### src/rtl/uart_tx_pkg.sv
// Shared types and codes for the serial transmitter.
// Assumes the parity and stop codes listed in the brief.
package uart_tx_pkg;
    typedef enum logic [2:0] {
        ST_IDLE,
        ST_START,
        ST_DATA,
        ST_PAR,
        ST_STOP
    } tx_state_t;

    localparam logic [2:0] PAR_EVEN = 3'd0;
    localparam logic [2:0] PAR_ODD  = 3'd1;
    localparam logic [2:0] PAR_ZERO = 3'd2;
    localparam logic [2:0] PAR_ONE  = 3'd3;

    localparam logic [1:0] STOP_ONE      = 2'd0;
    localparam logic [1:0] STOP_ONE_HALF = 2'd1;
endpackage

### src/rtl/uart_tick_gen.sv
// Oversampling tick generator.
// Produces a single-cycle tick every `div` clocks. A divisor of 0 produces no tick.
// `restart` zeroes the count so that a new frame starts on a full tick period.
module uart_tick_gen #(
    parameter int DIV_W = 16
) (
    input  logic             clk,
    input  logic             rst_n,
    input  logic [DIV_W-1:0] div,
    input  logic             restart,
    output logic             tick
);
    logic [DIV_W-1:0] cnt;
    logic             div_nz;

    assign div_nz = |div;
    assign tick   = div_nz && (cnt >= div - 1'b1);

    // Count clocks between ticks; wrap on a tick or on a frame restart.
    always_ff @(posedge clk) begin
        if (!rst_n)               cnt <= '0;
        else if (restart || tick) cnt <= '0;
        else if (div_nz)          cnt <= cnt + 1'b1;
    end

    // with a divisor above 1 held steady, two ticks are never adjacent
    a_r2_tick_spacing: assert property (@(posedge clk) disable iff (!rst_n)
        (tick && div > 1) |=> (!tick || div != $past(div)));
endmodule

### src/rtl/uart_hold_reg.sv
// One-entry holding stage.
// Captures a character when empty, ignores writes while full,
// and empties when the shifter takes the character.
module uart_hold_reg #(
    parameter int DATA_W = 8
) (
    input  logic              clk,
    input  logic              rst_n,
    input  logic              wr_en,
    input  logic [DATA_W-1:0] wr_data,
    input  logic              take,
    output logic              full,
    output logic [DATA_W-1:0] data
);
    // Track occupancy and capture data only into an empty stage.
    always_ff @(posedge clk) begin
        if (!rst_n) begin
            full <= 1'b0;
            data <= '0;
        end else if (take) begin
            full <= 1'b0;
        end else if (wr_en && !full) begin
            full <= 1'b1;
            data <= wr_data;
        end
    end

    // a full stage keeps its character until it is taken
    a_r7_hold_stable: assert property (@(posedge clk) disable iff (!rst_n)
        (full && !take) |=> (full && $stable(data)));
    // the shifter only takes from a full stage
    a_r6_take_when_full: assert property (@(posedge clk) disable iff (!rst_n)
        take |-> full);
endmodule

### src/rtl/uart_frame_shift.sv
// Frame shifter: start, data LSB first, optional parity, stop.
// Assumes that `tick` comes at OVS times the bit rate and that `take` is only
// asserted while `can_take` is high. Frame settings are latched on `take`.
module uart_frame_shift
    import uart_tx_pkg::*;
#(
    parameter int MIN_BITS = 5,
    parameter int OVS      = 16
) (
    input  logic                    clk,
    input  logic                    rst_n,
    input  logic                    tick,
    input  logic                    take,
    input  logic [MIN_BITS+2:0]     din,
    input  logic [1:0]              chlen,
    input  logic [2:0]              par_mode,
    input  logic [1:0]              stop_mode,
    output logic                    can_take,
    output logic                    busy,
    output logic                    txd
);
    localparam int DATA_W = MIN_BITS + 3;
    localparam int TCNT_W = $clog2(2 * OVS);
    localparam int IDX_W  = $clog2(DATA_W);
    localparam logic [TCNT_W-1:0] BIT_LAST  = TCNT_W'(OVS - 1);
    localparam logic [TCNT_W-1:0] HALF_LAST = TCNT_W'(OVS + OVS / 2 - 1);
    localparam logic [TCNT_W-1:0] TWO_LAST  = TCNT_W'(2 * OVS - 1);

    tx_state_t         state;
    logic [TCNT_W-1:0] tcnt;
    logic [TCNT_W-1:0] stop_last;
    logic [TCNT_W-1:0] cur_last;
    logic [IDX_W-1:0]  idx;
    logic [IDX_W-1:0]  last_idx;
    logic [DATA_W-1:0] shreg;
    logic              par_en;
    logic              par_bit;
    logic              at_last;
    logic              nxt_par_bit;
    logic [IDX_W-1:0]  nxt_last_idx;

    assign cur_last = (state == ST_STOP) ? stop_last : BIT_LAST;
    assign at_last  = (tcnt == cur_last);
    assign busy     = (state != ST_IDLE);
    assign can_take = !busy || (state == ST_STOP && tick && at_last);
    assign nxt_last_idx = IDX_W'(MIN_BITS - 1) + IDX_W'(chlen);

    // Parity over the selected data bits only, shaped by the parity style.
    always_comb begin
        logic ones;
        ones = 1'b0;
        for (int i = 0; i < DATA_W; i++) begin
            if (i <= int'(nxt_last_idx)) ones = ones ^ din[i];
        end
        case (par_mode)
            PAR_EVEN: nxt_par_bit = ones;
            PAR_ODD:  nxt_par_bit = ~ones;
            PAR_ZERO: nxt_par_bit = 1'b0;
            default:  nxt_par_bit = 1'b1;
        endcase
    end

    // Frame sequencer: latch settings on take, advance one bit per OVS ticks.
    always_ff @(posedge clk) begin
        if (!rst_n) begin
            state     <= ST_IDLE;
            tcnt      <= '0;
            idx       <= '0;
            last_idx  <= '0;
            shreg     <= '0;
            par_en    <= 1'b0;
            par_bit   <= 1'b0;
            stop_last <= BIT_LAST;
        end else if (take) begin
            state     <= ST_START;
            tcnt      <= '0;
            idx       <= '0;
            last_idx  <= nxt_last_idx;
            shreg     <= din;
            par_en    <= (par_mode <= PAR_ONE);
            par_bit   <= nxt_par_bit;
            stop_last <= (stop_mode == STOP_ONE)      ? BIT_LAST :
                         (stop_mode == STOP_ONE_HALF) ? HALF_LAST : TWO_LAST;
        end else if (tick && busy) begin
            if (!at_last) begin
                tcnt <= tcnt + 1'b1;
            end else begin
                tcnt <= '0;
                case (state)
                    ST_START: state <= ST_DATA;
                    ST_DATA: begin
                        shreg <= shreg >> 1;
                        idx   <= idx + 1'b1;
                        if (idx == last_idx) state <= par_en ? ST_PAR : ST_STOP;
                    end
                    ST_PAR:  state <= ST_STOP;
                    default: state <= ST_IDLE;
                endcase
            end
        end
    end

    // Line level for the current frame position.
    always_comb begin
        case (state)
            ST_START: txd = 1'b0;
            ST_DATA:  txd = shreg[0];
            ST_PAR:   txd = par_bit;
            default:  txd = 1'b1;
        endcase
    end

    // position in the frame only moves on a tick or a new frame
    a_r2_hold_between_ticks: assert property (@(posedge clk) disable iff (!rst_n)
        (busy && !tick && !take) |=> ($stable(state) && $stable(tcnt)));
    // inside a bit the tick count steps by one per tick
    a_r2_count_step: assert property (@(posedge clk) disable iff (!rst_n)
        (busy && tick && !take && !at_last) |=> (tcnt == $past(tcnt) + 1'b1));
endmodule

### src/rtl/uart_tx_frame.sv
// Top level of the serial transmitter: tick generator, holding stage and frame
// shifter. A pending character moves to the shifter when the shifter is idle or
// finishing its stop period and the divisor is nonzero.
module uart_tx_frame #(
    parameter int DIV_W    = 16,
    parameter int MIN_BITS = 5,
    parameter int OVS      = 16
) (
    input  logic                 clk,
    input  logic                 rst_n,
    input  logic [DIV_W-1:0]     cfg_div,
    input  logic [1:0]           cfg_chlen,
    input  logic [2:0]           cfg_par,
    input  logic [1:0]           cfg_stop,
    input  logic                 ld_valid,
    input  logic [MIN_BITS+2:0]  ld_data,
    output logic                 txd,
    output logic                 tx_ready,
    output logic                 tx_empty
);
    localparam int DATA_W = MIN_BITS + 3;

    logic              tick;
    logic              go;
    logic              hold_full;
    logic [DATA_W-1:0] hold_data;
    logic              can_take;
    logic              busy;

    assign go       = hold_full && (|cfg_div) && can_take;
    assign tx_ready = !hold_full;
    assign tx_empty = !hold_full && !busy;

    uart_tick_gen #(.DIV_W(DIV_W)) u_tick (
        .clk     (clk),
        .rst_n   (rst_n),
        .div     (cfg_div),
        .restart (go),
        .tick    (tick)
    );

    uart_hold_reg #(.DATA_W(DATA_W)) u_hold (
        .clk     (clk),
        .rst_n   (rst_n),
        .wr_en   (ld_valid),
        .wr_data (ld_data),
        .take    (go),
        .full    (hold_full),
        .data    (hold_data)
    );

    uart_frame_shift #(.MIN_BITS(MIN_BITS), .OVS(OVS)) u_shift (
        .clk       (clk),
        .rst_n     (rst_n),
        .tick      (tick),
        .take      (go),
        .din       (hold_data),
        .chlen     (cfg_chlen),
        .par_mode  (cfg_par),
        .stop_mode (cfg_stop),
        .can_take  (can_take),
        .busy      (busy),
        .txd       (txd)
    );

    // every frame opens with a low start bit
    a_r2_start_low: assert property (@(posedge clk) disable iff (!rst_n)
        go |=> !txd);
    // a zero divisor keeps an idle line idle and high
    a_r5_idle_when_zero: assert property (@(posedge clk) disable iff (!rst_n)
        (cfg_div == '0 && !busy) |=> (!busy && txd));
    // a frame started at the end of a stop period keeps the shifter busy
    a_r8_back_to_back: assert property (@(posedge clk) disable iff (!rst_n)
        (busy && go) |=> busy);
endmodule

### config.mk
export PLATFORM = sky130hd
export DESIGN_NAME = uart_tx_frame
export DESIGN_NICKNAME = d
export VERILOG_FILES = /design/src/rtl/uart_tx_pkg.sv /design/src/rtl/uart_tick_gen.sv /design/src/rtl/uart_hold_reg.sv /design/src/rtl/uart_frame_shift.sv /design/src/rtl/uart_tx_frame.sv
export SDC_FILE = /design/constraint.sdc
export NUM_CORES = 1
export LEC_CHECK = 0
export BUFFER_PORTS_ARGS = -buffer_cell sky130_fd_sc_hd__buf_2
export CAP_MARGIN = 15
export CORE_MARGIN = 5
export CORE_UTILIZATION = 59
export DETAILED_ROUTE_END_ITERATION = 8
export PLACE_DENSITY = 0.8
export SYNTH_ARGS = -nofsm -noshare
export SYNTH_HDL_FRONTEND = slang
export SYNTH_HIERARCHICAL = 1
export SYNTH_SLANG_ARGS = --single-unit
### constraint.sdc
create_clock -name clk -period 7.4 [get_ports clk]
set_input_delay 1.11 -clock clk [delete_from_list [all_inputs] [get_ports clk]]
set_output_delay 1.11 -clock clk [all_outputs]
set_load 0.02 [all_outputs]
==> results by group, run 1 <==
Placed design
  – Total instance count after detailed placement: between 400 and 500
  – Weighted congestion reported at the end of routability-driven placement: approximately 0.84
  – DP Area: about 0.0034 mm2
  – IO buf count: 36
  – HPWL after detailed placement: ~5100 um

Yosys
  – List of most frequent post-synthesis cells: dfxtp_1 (51), nand2_1 (42), xnor2_1 (30), ha_1 (21), nor2_1 (21)
  – Count of mapped cells out of synthesis: ~360
  – Yosys synthesis warning count: 6
  – Largest area contributor in the synthesized netlist: dfxtp_1
  – Most numerous cell in the Yosys netlist: dfxtp_1
  – Flip-flop and latch count after synthesis: 51
  – Most area-consuming cells after synthesis: dfxtp_1 (32%), ha_1 (8.1%), xnor2_1 (8.1%)
  – Post-synth EDFFs: 0
  – Mean Syn Cell Area: 8.96 um2
  – Number of nets produced by synthesis: 416
  – Commonest register cell after synthesis: dfxtp_1
  – Netlist cell types: 54
  – Fraction of synthesized cell area taken by the top area cell type: about a third
  – Mapped cell area: between 0.003 and 0.004 mm2
  – Sequential element share of the synthesized area: 31.6%
  – Share of flip-flops with an asynchronous set or reset after synthesis: 0%

Worst setup path
  – Crit path arrival time: 6130 ps
  – Kind of cell with the highest combined delay on the critical path: simple AND/OR/NAND/NOR gates
  – Critical path data required time: approximately 7600 ps
  – WP buf/inv: 3
  – Kind of end point of the critical path: flop
  – Peak fanout along the critical path: 20
  – Startpoint kind of the worst setup timing path: input pin
  – Highest cell delay on the worst timing path: 680 ps
  – Worst-path cell chain: buf_2 -> or4_1 -> or2_1 -> nor4_1 -> xnor2_1 -> ha_1 -> nand4_1 -> nor3_1 -> a2111oi_1 -> a21oi_4 -> nand3_1 -> o21ai_0 -> nor3b_1 -> nand2_1 -> a41oi_1 -> buf_4 -> clkinv_1 -> nand2_1 -> nor3_1
  – Critical Path Slowest Stage Cell: or4_1
  – Classification of the worst setup path: input pin to flop

Die
  – Die area: approximately 0.007 mm2
  – Area of the core region: 0.00541 mm2
  – Die extent in x: 84.0 um
  – Vertical die dimension: between 80 and 90 um
  – Std cell rows: 27
  – IO Count: 37
  – Initial standard-cell utilization of the core: roughly 60%

Route
  – Number of remaining DRC errors: 0
  – Violation count after the first detailed-route iteration: 140
  – Overall via count from detail_route: approximately 2.6k
  – DR pass1 iterations: 4
  – Routed wire length: ~6700 um
  – Drt wl/cell: roughly 14 um
  – Post-DR vias/cell: 5.69
  – Routed Antenna Nets: 0

Power and ir drop
  – Switching fraction of total power: roughly 28%
  – Portion of total power attributed to sequential cells: 54.2%
  – Pwr per Cell Area: about 160 mW/mm2
  – Combinational Power Share: around 17%
  – Worst supply voltage drop on vdd: 124 uV
  – Total Power Consumption: ~550 uW
  – Switching pwr: 153 uW
  – Lkg Pwr: between 0.001 and 0.0015 uW
  – Part of the total power dissipated in the clock network: 29.0%
  – Internal Pwr Total: 397 uW

Clock network
  – Number of buffers created by CTS: 5
  – CTS max path bufs: 2
  – Number of buffers inserted by post-CTS setup repair: 0
  – Quantity of gates resized following cts: 0
  – Count of hold buffers inserted by post-cts repair: 0
  – Root buffer cell: clkbuf_8
  – H-tree lvl count: 2
  – CTS tree: yes
  – Reg clk slew, reported paths: around 90 ps
  – CTS Sinks: a little over 50
  – Clock latency at the later pin of the worst-skew pair: approximately 300 ps

Worst hold path
  – HP Class: flop to flop

STA
  – Max frequency: around 170 MHz
  – Endpoints failing hold: 0
  – Setup repair after global routing missed its margin: false
  – Final critical-path required period: 5950 ps
  – Slew Limit Headroom: between 40% and 50%
  – Slew at the pin with the worst max-slew slack: 857 ps
  – Count of final max-slew check failures: 0
  – Final worst-path cycle share: roughly 80%
  – Largest clock skew in the final design: ~8.7 ps
  – Final number of setup-violating endpoints: 0
  – Final TNS setup: 0 ps

Global routing
  – Antenna violations before repair: 0
  – First-pass GRT wire length: roughly 12000 um
  – Global routing usage summed across all routing layers: around 19%
  – Maximum number of pins on one net before global-route repair: 35
  – Total congestion overflow after global routing: 0
  – Vias in the first global route: between 2k and 3k

Finish
  – Non-Filler Instances: 464
  – Fraction of final layout cells with drive strength greater than 1: between 10% and 20%
  – Net count, final: 446
  – Design area: 0.00349 mm2
  – Ant. Diodes: 0
  – Signed area change from the synthesized netlist to the final layout: 8.09%

Status
  – Run status: finished, final reports clean

Run
  – Max-cap check violation count: 0
==> routing by layer <==
layer,GRT usage (%),up-vias,wire length [um]
met3,3.55,15,282
li1,-,1349,-
met1,22.7,1224,2860
met5,0,-,0
met4,7.31,0,174
met2,35.0,52,3330
==> cell type report <==
class,instances,area (um2)
fill,474,1910
clock inverter,2,16.3
sequential,51,1020
inverter,10,37.5
multi-input combinational,286,2070
clock buffer,6,72.6
tap,72,90.1
timing repair buffer,37,188
==> registers in the layout, indices dropped and copies added (netlist names) <==
signal and count:
u_shift/par_bit 1, u_shift/idx 3, u_hold/data 8, u_shift/shreg 8
u_shift/stop_last 2, u_hold/full 1, u_shift/tcnt 5, u_shift/last_idx 3
u_shift/state 3, u_tick/cnt 16, u_shift/par_en 1
==> power by group through the flow <==
stage | Clock, uW | Combinational [uW] | Sequential, uW
6_report | 160 | 92.2 | 298
5_1_grt | 176 | 103 | 300
4_1_cts | 165 | 92.8 | 298
3_5_place_dp | 0 | 91.9 | 304
3_3_place_gp | 0 | 89.1 | 304
2_1_floorplan | 0 | 68.5 | 300
==> kinds of logic (layout without fill, tap and decap cells) <==
logic type	Yosys count	count (layout)	synth area share (%)
AO/OA/AOI/OAI	52	52	10.3
XOR/XNOR	44	44	12.8
adder cells (fa/ha/maj)	21	21	8.13
buffers and inverters	24	55	4.41
flip-flops	51	51	31.6
multiplexers	19	19	5.88
AND/OR/NAND/NOR	150	150	26.9
==> per-stage QoR <==
step	utilization (%)	setup slack, ps	hold slack (ps)
final	64.7	1450	478
after global routing	64.7	1000	505
after CTS	64.7	1460	477
after detailed placement	63.0	1210	461
after global placement	63.0	1380	458
after floorplan	-	1850	441
==> worst register-to-register path, delay by kind of cell, from the launching register on <==
family | cells | cell delay (ps)
buf+inv | 2 | 600
fa+ha+maj | 1 | 350
flops | 1 | 400
simple gates | 6 | 1160
compound gates | 5 | 1410
==> layout by cell type, fill, tap and decap left out, drive strengths merged, types with 4 or more instances in the layout <==
cell and instances:
a21oi 19, buf 37, clkbuf 6, dfxtp 51, ha 21, inv 10, mux2i 19, nand2 42
nand3 9, nand4 7, nor2 21, nor2b 4, nor3 29, nor3b 6, nor4 11, o21ai 19
or3 4, xnor2 31, xor2 12
==> final timing paths <==
| path | from | end | slack, ps | cells past startpoint |
|---|---|---|---|---|
| max | cfg_div[6] | u_shift/tcnt[0] | 1450 | 19 |
| min | u_hold/data[5] | u_hold/data[5] | 480 | 2 |
| max reg2reg | u_tick/cnt[7] | u_shift/tcnt[0] | 3360 | 14 |
| min reg2reg | u_hold/data[5] | u_hold/data[5] | 480 | 2 |
Note: power is estimated with default switching activity, not from simulation.
==> run 2: changes to the inputs <==
clock period = 6.1 ns   (was 7.4 ns; I/O delays follow)
==> run 2 against run 1 <==
Flip-flop and latch count stayed put. Cell count rose by 0.43%. Clock power is 29% higher. Critical path depth did not move. Combinational power is 21% higher. Worst hold slack improved by 5.1 ps. Register-to-register slack worse by 820 ps. Via count rose by 1.3%. Clock skew shrank 2.5 ps. Setup slack worse by 570 ps. Critical endpoint is now u_shift/tcnt[2]. Critical path type unchanged. Utilization rose by 0.39 points. Sequential power rose by 21%. Largest cell class unchanged.
==> results by group, run 2 (synthesized netlist as in run 1, its figures left out) <==
STA
  – Max frequency: about 190 MHz
  – Final worst-path cycle share: between 80 and 90%
  – Final number of setup-violating endpoints: 0 (unchanged)
  – Slew Limit Headroom: 42.5% (-0.37 points)
  – Endpoints failing hold: 0 (unchanged)
  – Worst-case hold slack: 483 ps (+5.10 ps)
  – Final TNS setup: 0 ps (unchanged)
  – Count of final max-slew check failures: 0 (unchanged)
  – Slew at the pin with the worst max-slew slack: 862 ps (+5.53 ps)
  – Final critical-path required period: ~5200 ps
  – Setup repair after global routing missed its margin: false
  – Largest clock skew in the final design: 6.24 ps (-2.51 ps)

Worst hold path
  – Hold path cells: 1 (-1)
  – Launch point of the worst hold path: u_shift/last_idx[2]
  – HP Class: flop to flop
  – Hold path endpoint: u_shift/last_idx[2]

Route
  – Overall via count from detail_route: 2673 (+1.3%)
  – DR pass1 iterations: 5 (+1)
  – Violation count after the first detailed-route iteration: 125 (-11%)
  – Number of remaining DRC errors: 0 (unchanged)
  – Routed Antenna Nets: 0 (unchanged)
  – Routed wire length: 6780 um (+1.9%)
  – Post-DR vias/cell: 5.74 (+0.82%)
  – Drt wl/cell: 14.6 um (+1.5%)

Power and ir drop
  – Worst supply voltage drop on vdd: 138 uV (+11%)
  – Pwr per Cell Area: 193 mW/mm2 (+23%)
  – Portion of total power attributed to sequential cells: 53.2% (-1.0 points)
  – Switching pwr: 187 uW (+23%)
  – Internal Pwr Total: 493 uW (+24%)
  – Combinational Power Share: 16.5% (-0.3 points)
  – Lkg Pwr: 0.00134 uW (+1.3%)
  – Switching fraction of total power: 27.5% (-0.26 points)
  – Part of the total power dissipated in the clock network: 30.3% (+1.3 points)

Clock network
  – Reg clk slew, reported paths: 90 ps (about the same)
  – Count of hold buffers inserted by post-cts repair: 0 (unchanged)
  – CTS Sinks: 51 (unchanged)
  – Number of buffers inserted by post-CTS setup repair: 0 (unchanged)
  – Root buffer cell: clkbuf_8
  – CTS tree: yes
  – Quantity of gates resized following cts: 0 (unchanged)
  – Clock latency at the later pin of the worst-skew pair: 310 ps (about the same)
  – CTS max path bufs: 2 (unchanged)
  – H-tree lvl count: 2 (unchanged)
  – Number of buffers created by CTS: 5 (unchanged)

Status
  – Run status: finished, final reports clean

Finish
  – Most common cell after layout, fill and taps aside: dfxtp_1
  – Register name with the most flops: u_tick/cnt
  – Largest registers: u_tick/cnt x16, u_hold/data x8, u_shift/shreg x8
  – Max reg flops: 16 (unchanged)
  – Fraction of final layout cells with drive strength greater than 1: 17.5% (+0.42 points)
  – Fill cell instance count of the final layout: 471 (-0.63%)
  – Signed area change from the synthesized netlist to the final layout: 8.75%
  – Non-Filler Instances: 466 (+0.43%)
  – Net count, final: 448 (+0.45%)
  – Ant. Diodes: 0 (unchanged)
  – Most used cells in the layout excluding fill and tap cells: dfxtp_1 (51), nand2_1 (42), buf_2 (36), xnor2_1 (30)
  – Design area: 0.00352 mm2 (+0.61%)
  – Final design utilization: 65.0% (+0.39 points)

Global routing
  – Global routing usage summed across all routing layers: 19.9% (+0.46 points)
  – Total congestion overflow after global routing: 0 (unchanged)
  – Maximum number of pins on one net before global-route repair: 35 (unchanged)
  – Vias in the first global route: 2626 (+0.54%)
  – Antenna violations before repair: 0 (unchanged)
  – First-pass GRT wire length: 11700 um (+2.0%)

Die
  – Area of the core region: 0.00541 mm2 (unchanged)
  – Std cell rows: 27 (unchanged)
  – Vertical die dimension: 84.0 um (unchanged)
  – Die area: 0.00706 mm2 (unchanged)
  – Initial standard-cell utilization of the core: 59.8% (unchanged)
  – Die extent in x: 84.0 um (unchanged)
  – IO Count: 37 (unchanged)

Run
  – Max-cap check violation count: 0 (unchanged)

Worst setup path
  – Classification of the worst setup path: input pin to flop
  – Crit path arrival time: 5410 ps (-720 ps)
  – Setup slack on the worst flop-to-flop path: 2540 ps (-820 ps)
  – Worst flop-to-flop path startpoint: u_tick/cnt[7]
  – Critical path data required time: 6290 ps (-1290 ps)
  – Peak fanout along the critical path: 18 (-10%)
  – Worst Reg2Reg Path Length in Cells: 13 (-1)
  – Kind of end point of the critical path: flop
  – Startpoint kind of the worst setup timing path: input pin
  – R2R Path End: u_tick/cnt[5]

Placed design
  – Total instance count after detailed placement: 458 (+0.44%)
  – Weighted congestion reported at the end of routability-driven placement: 0.834 (-0.75%)
  – HPWL after detailed placement: 5150 um (+0.37%)
  – DP Area: 0.00342 mm2 (+0.44%)
  – IO buf count: 36 (unchanged)
[run 2: cell type report]
class                      count  area, um2  area share [%]
clock inverter                 1       8.76           0.249
sequential                    51       1020            29.0
clock buffer                   7       86.3            2.46
multi-input combinational    286       2070            58.9
inverter                      10       37.5            1.07
tap                           72       90.1            2.56
timing repair buffer          39        203            5.77
[run 2: power by group through the flow]
stage	clock network, uW	registers [uW]	logic (uW)
global placement	0	368	109
CTS	209	361	113
finish	206	361	112
detailed placement	0	369	112
floorplan	0	364	83.0
global route	226	364	126
[run 2: worst max path at each step]
stage                    start               to  cells past startpoint
floorplan           cfg_div[6]    u_tick/cnt[5]                     20
detailed placement  cfg_div[6]  u_shift/tcnt[2]                     19
CTS                 cfg_div[6]  u_shift/tcnt[2]                     19
global route        cfg_div[6]  u_shift/tcnt[0]                     19
global placement    cfg_div[6]    u_tick/cnt[1]                     18
finish              cfg_div[6]  u_shift/tcnt[2]                     19
[run 2: stage by stage]
| stage | power [uW] | setup WS, ps |
|---|---|---|
| 2_1_floorplan | 447 | 742 |
| 3_3_place_gp | 477 | 760 |
| 3_5_place_dp | 481 | 595 |
| 4_1_cts | 683 | 900 |
| 5_1_grt | 717 | 532 |
| 6_report | 680 | 883 |
[run 2: worst max-delay path, stage by stage]
cell and delay (ps):
buf_2 130, or4_1 680, or2_1 320, nor4_1 250, xnor2_1 110, ha_1 300
nand4_1 150, nor2_1 210, a2111oi_1 140, a21oi_4 180, nand3_1 160, o21ai_0 230
nor3b_1 210, nand2_1 70, a41oi_1 170, buf_4 240, clkinv_1 380, nand2_1 440
nor2_1 100
[run 2: per-layer routing]
metal | vias to the layer above | track usage, % | part of all wire (%)
met4 | 0 | 7.75 | 2.4
met2 | 58 | 34.6 | 50
met1 | 1241 | 24.3 | 44
li1 | 1360 | - | -
met3 | 14 | 3.46 | 3.6
met5 | - | 0 | 0
==> run 3: changes to the inputs <==
CORE_UTILIZATION = 58   (was 59)
PLACE_DENSITY = 0.79   (was 0.8)
SYNTH_HIERARCHICAL = not set   (was 1)
==> run 3 against run 2 <==
Global-route usage down 1.7 points. Via count decreased by 4.7%. Maximum frequency is 19% higher. Clock power is essentially flat. Worst hold slack improved by 3.7 ps. Clock skew up 5.3 ps. Count of clock-buffer cells in the layout down 2. Total power decreased by 1.6%. Combinational power down 5%. Flip-flop and latch count did not move. Critical endpoint is now u_shift.idx[2].
==> results by group, run 3 <==
Finish
  – Signed area change from the synthesized netlist to the final layout: 9.20%
  – Net count, final: 451 (+0.67%)
  – Most common cell after layout, fill and taps aside: dfxtp_1
  – Fraction of final layout cells with drive strength greater than 1: 16.6% (-0.89 points)
  – Ant. Diodes: 0 (unchanged)
  – Final design utilization: 65.8% (+0.73 points)
  – Fill cell instance count of the final layout: 431 (-8.5%)
  – Flip-flop and latch area: 0.00102 mm2 (unchanged)
  – Multi-input gate area: 0.00197 mm2 (-4.8%)
  – Largest registers: u_tick.cnt x16, u_hold.data x8, u_shift.shreg x8
  – Register name with the most flops: u_tick.cnt
  – Max reg flops: 16 (unchanged)
  – Most used cells in the layout excluding fill and tap cells: dfxtp_1 (51), buf_2 (36), nand2_1 (35), nor2_1 (34), xnor2_1 (24)
  – Design area: 0.00340 mm2 (-3.2%)

Route
  – Violation count after the first detailed-route iteration: 110 (-12%)
  – Routed Antenna Nets: 0 (unchanged)
  – Post-DR vias/cell: 5.45 (-4.9%)
  – DR pass1 iterations: 4 (-1)
  – Routed wire length: 6060 um (-11%)
  – Number of remaining DRC errors: 0 (unchanged)
  – Overall via count from detail_route: 2547 (-4.7%)
  – Drt wl/cell: 13.0 um (-11%)

STA
  – Largest clock skew in the final design: 11.5 ps (+5.25 ps)
  – Slew Limit Headroom: 31.1% (-11 points)
  – Worst-case hold slack: 487 ps (+3.71 ps)
  – Endpoints failing hold: 0 (unchanged)
  – Final number of setup-violating endpoints: 0 (unchanged)
  – Setup repair after global routing missed its margin: false
  – Final critical-path required period: 4380 ps (-837 ps)
  – Final worst-path cycle share: 71.8% (-14 points)
  – Slew at the pin with the worst max-slew slack: 1030 ps (+169 ps)
  – Final TNS setup: 0 ps (unchanged)
  – Count of final max-slew check failures: 0 (unchanged)
  – Max frequency: 228 MHz (+19%)

Die
  – Area of the core region: 0.00517 mm2 (-4.3%)
  – Die area: 0.00694 mm2 (-1.7%)
  – Vertical die dimension: 83.3 um (-0.87%)
  – IO Count: 37 (unchanged)
  – Std cell rows: 26 (-3.7%)
  – Initial standard-cell utilization of the core: 60.2% (+0.42 points)
  – Die extent in x: 83.3 um (-0.87%)

Yosys
  – Area fraction in compound gates after synthesis: 12.1% (+1.8 points)
  – Fraction of synthesized cell area taken by the top area cell type: 32.8% (+1.2 points)
  – Number of nets produced by synthesis: 420 (+0.96%)
  – List of most frequent post-synthesis cells: dfxtp_1 (51), nand2_1 (35), nor2_1 (34), xnor2_1 (24), a21oi_1 (23)
  – Flip-flop and latch count after synthesis: 51 (unchanged)
  – Commonest register cell after synthesis: dfxtp_1
  – Share of synthesized cell area in full adder, half adder and majority cells: 8.43% (+0.31 points)
  – Xor and xnor area share after synthesis: 11.5% (-1.3 points)
  – Most area-consuming cells after synthesis: dfxtp_1 (33%), ha_1 (8.4%), xnor2_1 (6.7%)
  – Post-synth EDFFs: 0 (unchanged)
  – Share of flip-flops with an asynchronous set or reset after synthesis: 0% (unchanged)
  – Sequential element share of the synthesized area: 32.8% (+1.2 points)
  – Largest area contributor in the synthesized netlist: dfxtp_1
  – Netlist cell types: 52 (-3.7%)
  – Mapped cell area: 0.00312 mm2 (-3.6%)
  – Multiplexer share of the synthesized area: 5.82% (-0.059 points)
  – Most numerous cell in the Yosys netlist: dfxtp_1
  – Count of mapped cells out of synthesis: 365 (+1.1%)
  – Mean Syn Cell Area: 8.54 um2 (-4.7%)
  – Yosys synthesis warning count: 0 (-6)
  – Combinational family with the most area after synthesis: simple AND/OR/NAND/NOR gates
  – Basic-gate share of the synthesized area counting and, or, nand and nor cells: 25.3% (-1.6 points)

Power and ir drop
  – Lkg Pwr: 0.00139 uW (+3.7%)
  – Pwr per Cell Area: 197 mW/mm2 (+1.7%)
  – Worst supply voltage drop on vdd: 151 uV (+9.8%)
  – Total Power Consumption: 669 uW (-1.6%)

Worst setup path
  – Critical path data required time: 6340 ps (+50 ps)
  – Startpoint kind of the worst setup timing path: input pin
  – Kind of end point of the critical path: flop
  – Crit path arrival time: 4620 ps (-790 ps)
  – Classification of the worst setup path: input pin to flop
  – Peak fanout along the critical path: 12 (-6)

Clock network
  – H-tree lvl count: 2 (unchanged)
  – CTS max path bufs: 2 (unchanged)
  – Clock latency at the later pin of the worst-skew pair: 310 ps (about the same)
  – Root buffer cell: clkbuf_8
  – Count of hold buffers inserted by post-cts repair: 0 (unchanged)
  – Reg clk slew, reported paths: 100 ps (about the same)
  – CTS tree: yes
  – CTS Sinks: 51 (unchanged)
  – Number of buffers created by CTS: 5 (unchanged)
  – Number of buffers inserted by post-CTS setup repair: 0 (unchanged)
  – Quantity of gates resized following cts: 0 (unchanged)

Global routing
  – First-pass GRT wire length: 10600 um (-9.5%)
  – Global routing usage summed across all routing layers: 18.2% (-1.7 points)
  – Total congestion overflow after global routing: 0 (unchanged)
  – Vias in the first global route: 2449 (-6.7%)
  – Antenna violations before repair: 0 (unchanged)
  – Maximum number of pins on one net before global-route repair: 29 (-17%)

Placed design
  – DP Area: 0.00331 mm2 (-3.2%)
  – IO buf count: 36 (unchanged)
  – HPWL after detailed placement: 4650 um (-9.7%)
  – Weighted congestion reported at the end of routability-driven placement: 0.863 (+3.5%)

Status
  – Run status: finished, final reports clean

Run
  – Max-cap check violation count: 0 (unchanged)

Worst hold path
  – HP Class: flop to flop
## run 3: kinds of logic after synthesis
group	count (synthesis)
and+or+nand+nor	149
xor gates and xnor gates	41
DFF	51
buffers and inverters	26
muxes	18
adders and majority gates	21
AOI/OAI and AO/OA	59
## run 3: routing by layer
layer	vias to the layer above	global-route usage [%]	routed length, um
li1	1325	-	-
met1	1178	23.5	3000
met2	35	29.2	2770
met3	9	5.15	211
met4	0	6.09	81
met5	-	0	0
## run 3: report_power, final
group / internal [uW] / total [uW] / switching, uW
clock: 83.2 / 203 / 120
combinational: 47.3 / 106 / 58.6
sequential: 347 / 360 / 12.5
## run 3: layout make-up
type                            instances  share of cell area (%)
Tap cell                               70                    2.57
Timing Repair Buffer                   36                    5.30
Clock inverter                          3                   0.662
Clock buffer                            5                    2.02
Inverter                               14                    1.54
Sequential cell                        51                    30.0
Multi-Input combinational cell        288                    57.9
## run 3: stage by stage
step / cells / setup slack, ps
6_report: 467 / 1720
5_1_grt: 467 / 1240
4_1_cts: 467 / 1670
3_5_place_dp: 459 / 1360
3_3_place_gp: 459 / 1520
2_1_floorplan: 365 / 2390
## run 3: final timing paths
| kind | start | end | slack, ps | cells after the start |
|---|---|---|---|---|
| setup / recovery | cfg_div[0] | u_shift.idx[2] | 1720 | 15 |
| hold / removal | u_shift.last_idx[2] | u_shift.last_idx[2] | 490 | 2 |
| setup reg to reg | u_tick.cnt[0] | u_shift.idx[2] | 3290 | 8 |
| hold reg to reg | u_shift.last_idx[2] | u_shift.last_idx[2] | 490 | 2 |
## run 3: critical path: stages
cell,delay (ps)
buf_2,120
inv_1,90
ha_1,180
nor3b_1,460
nand2_1,180
nor4_1,260
xnor2_1,120
ha_1,290
nand2_1,50
nor2_1,150
nand3_1,100
o211ai_2,410
nand4_1,620
or3_1,530
a21oi_1,140
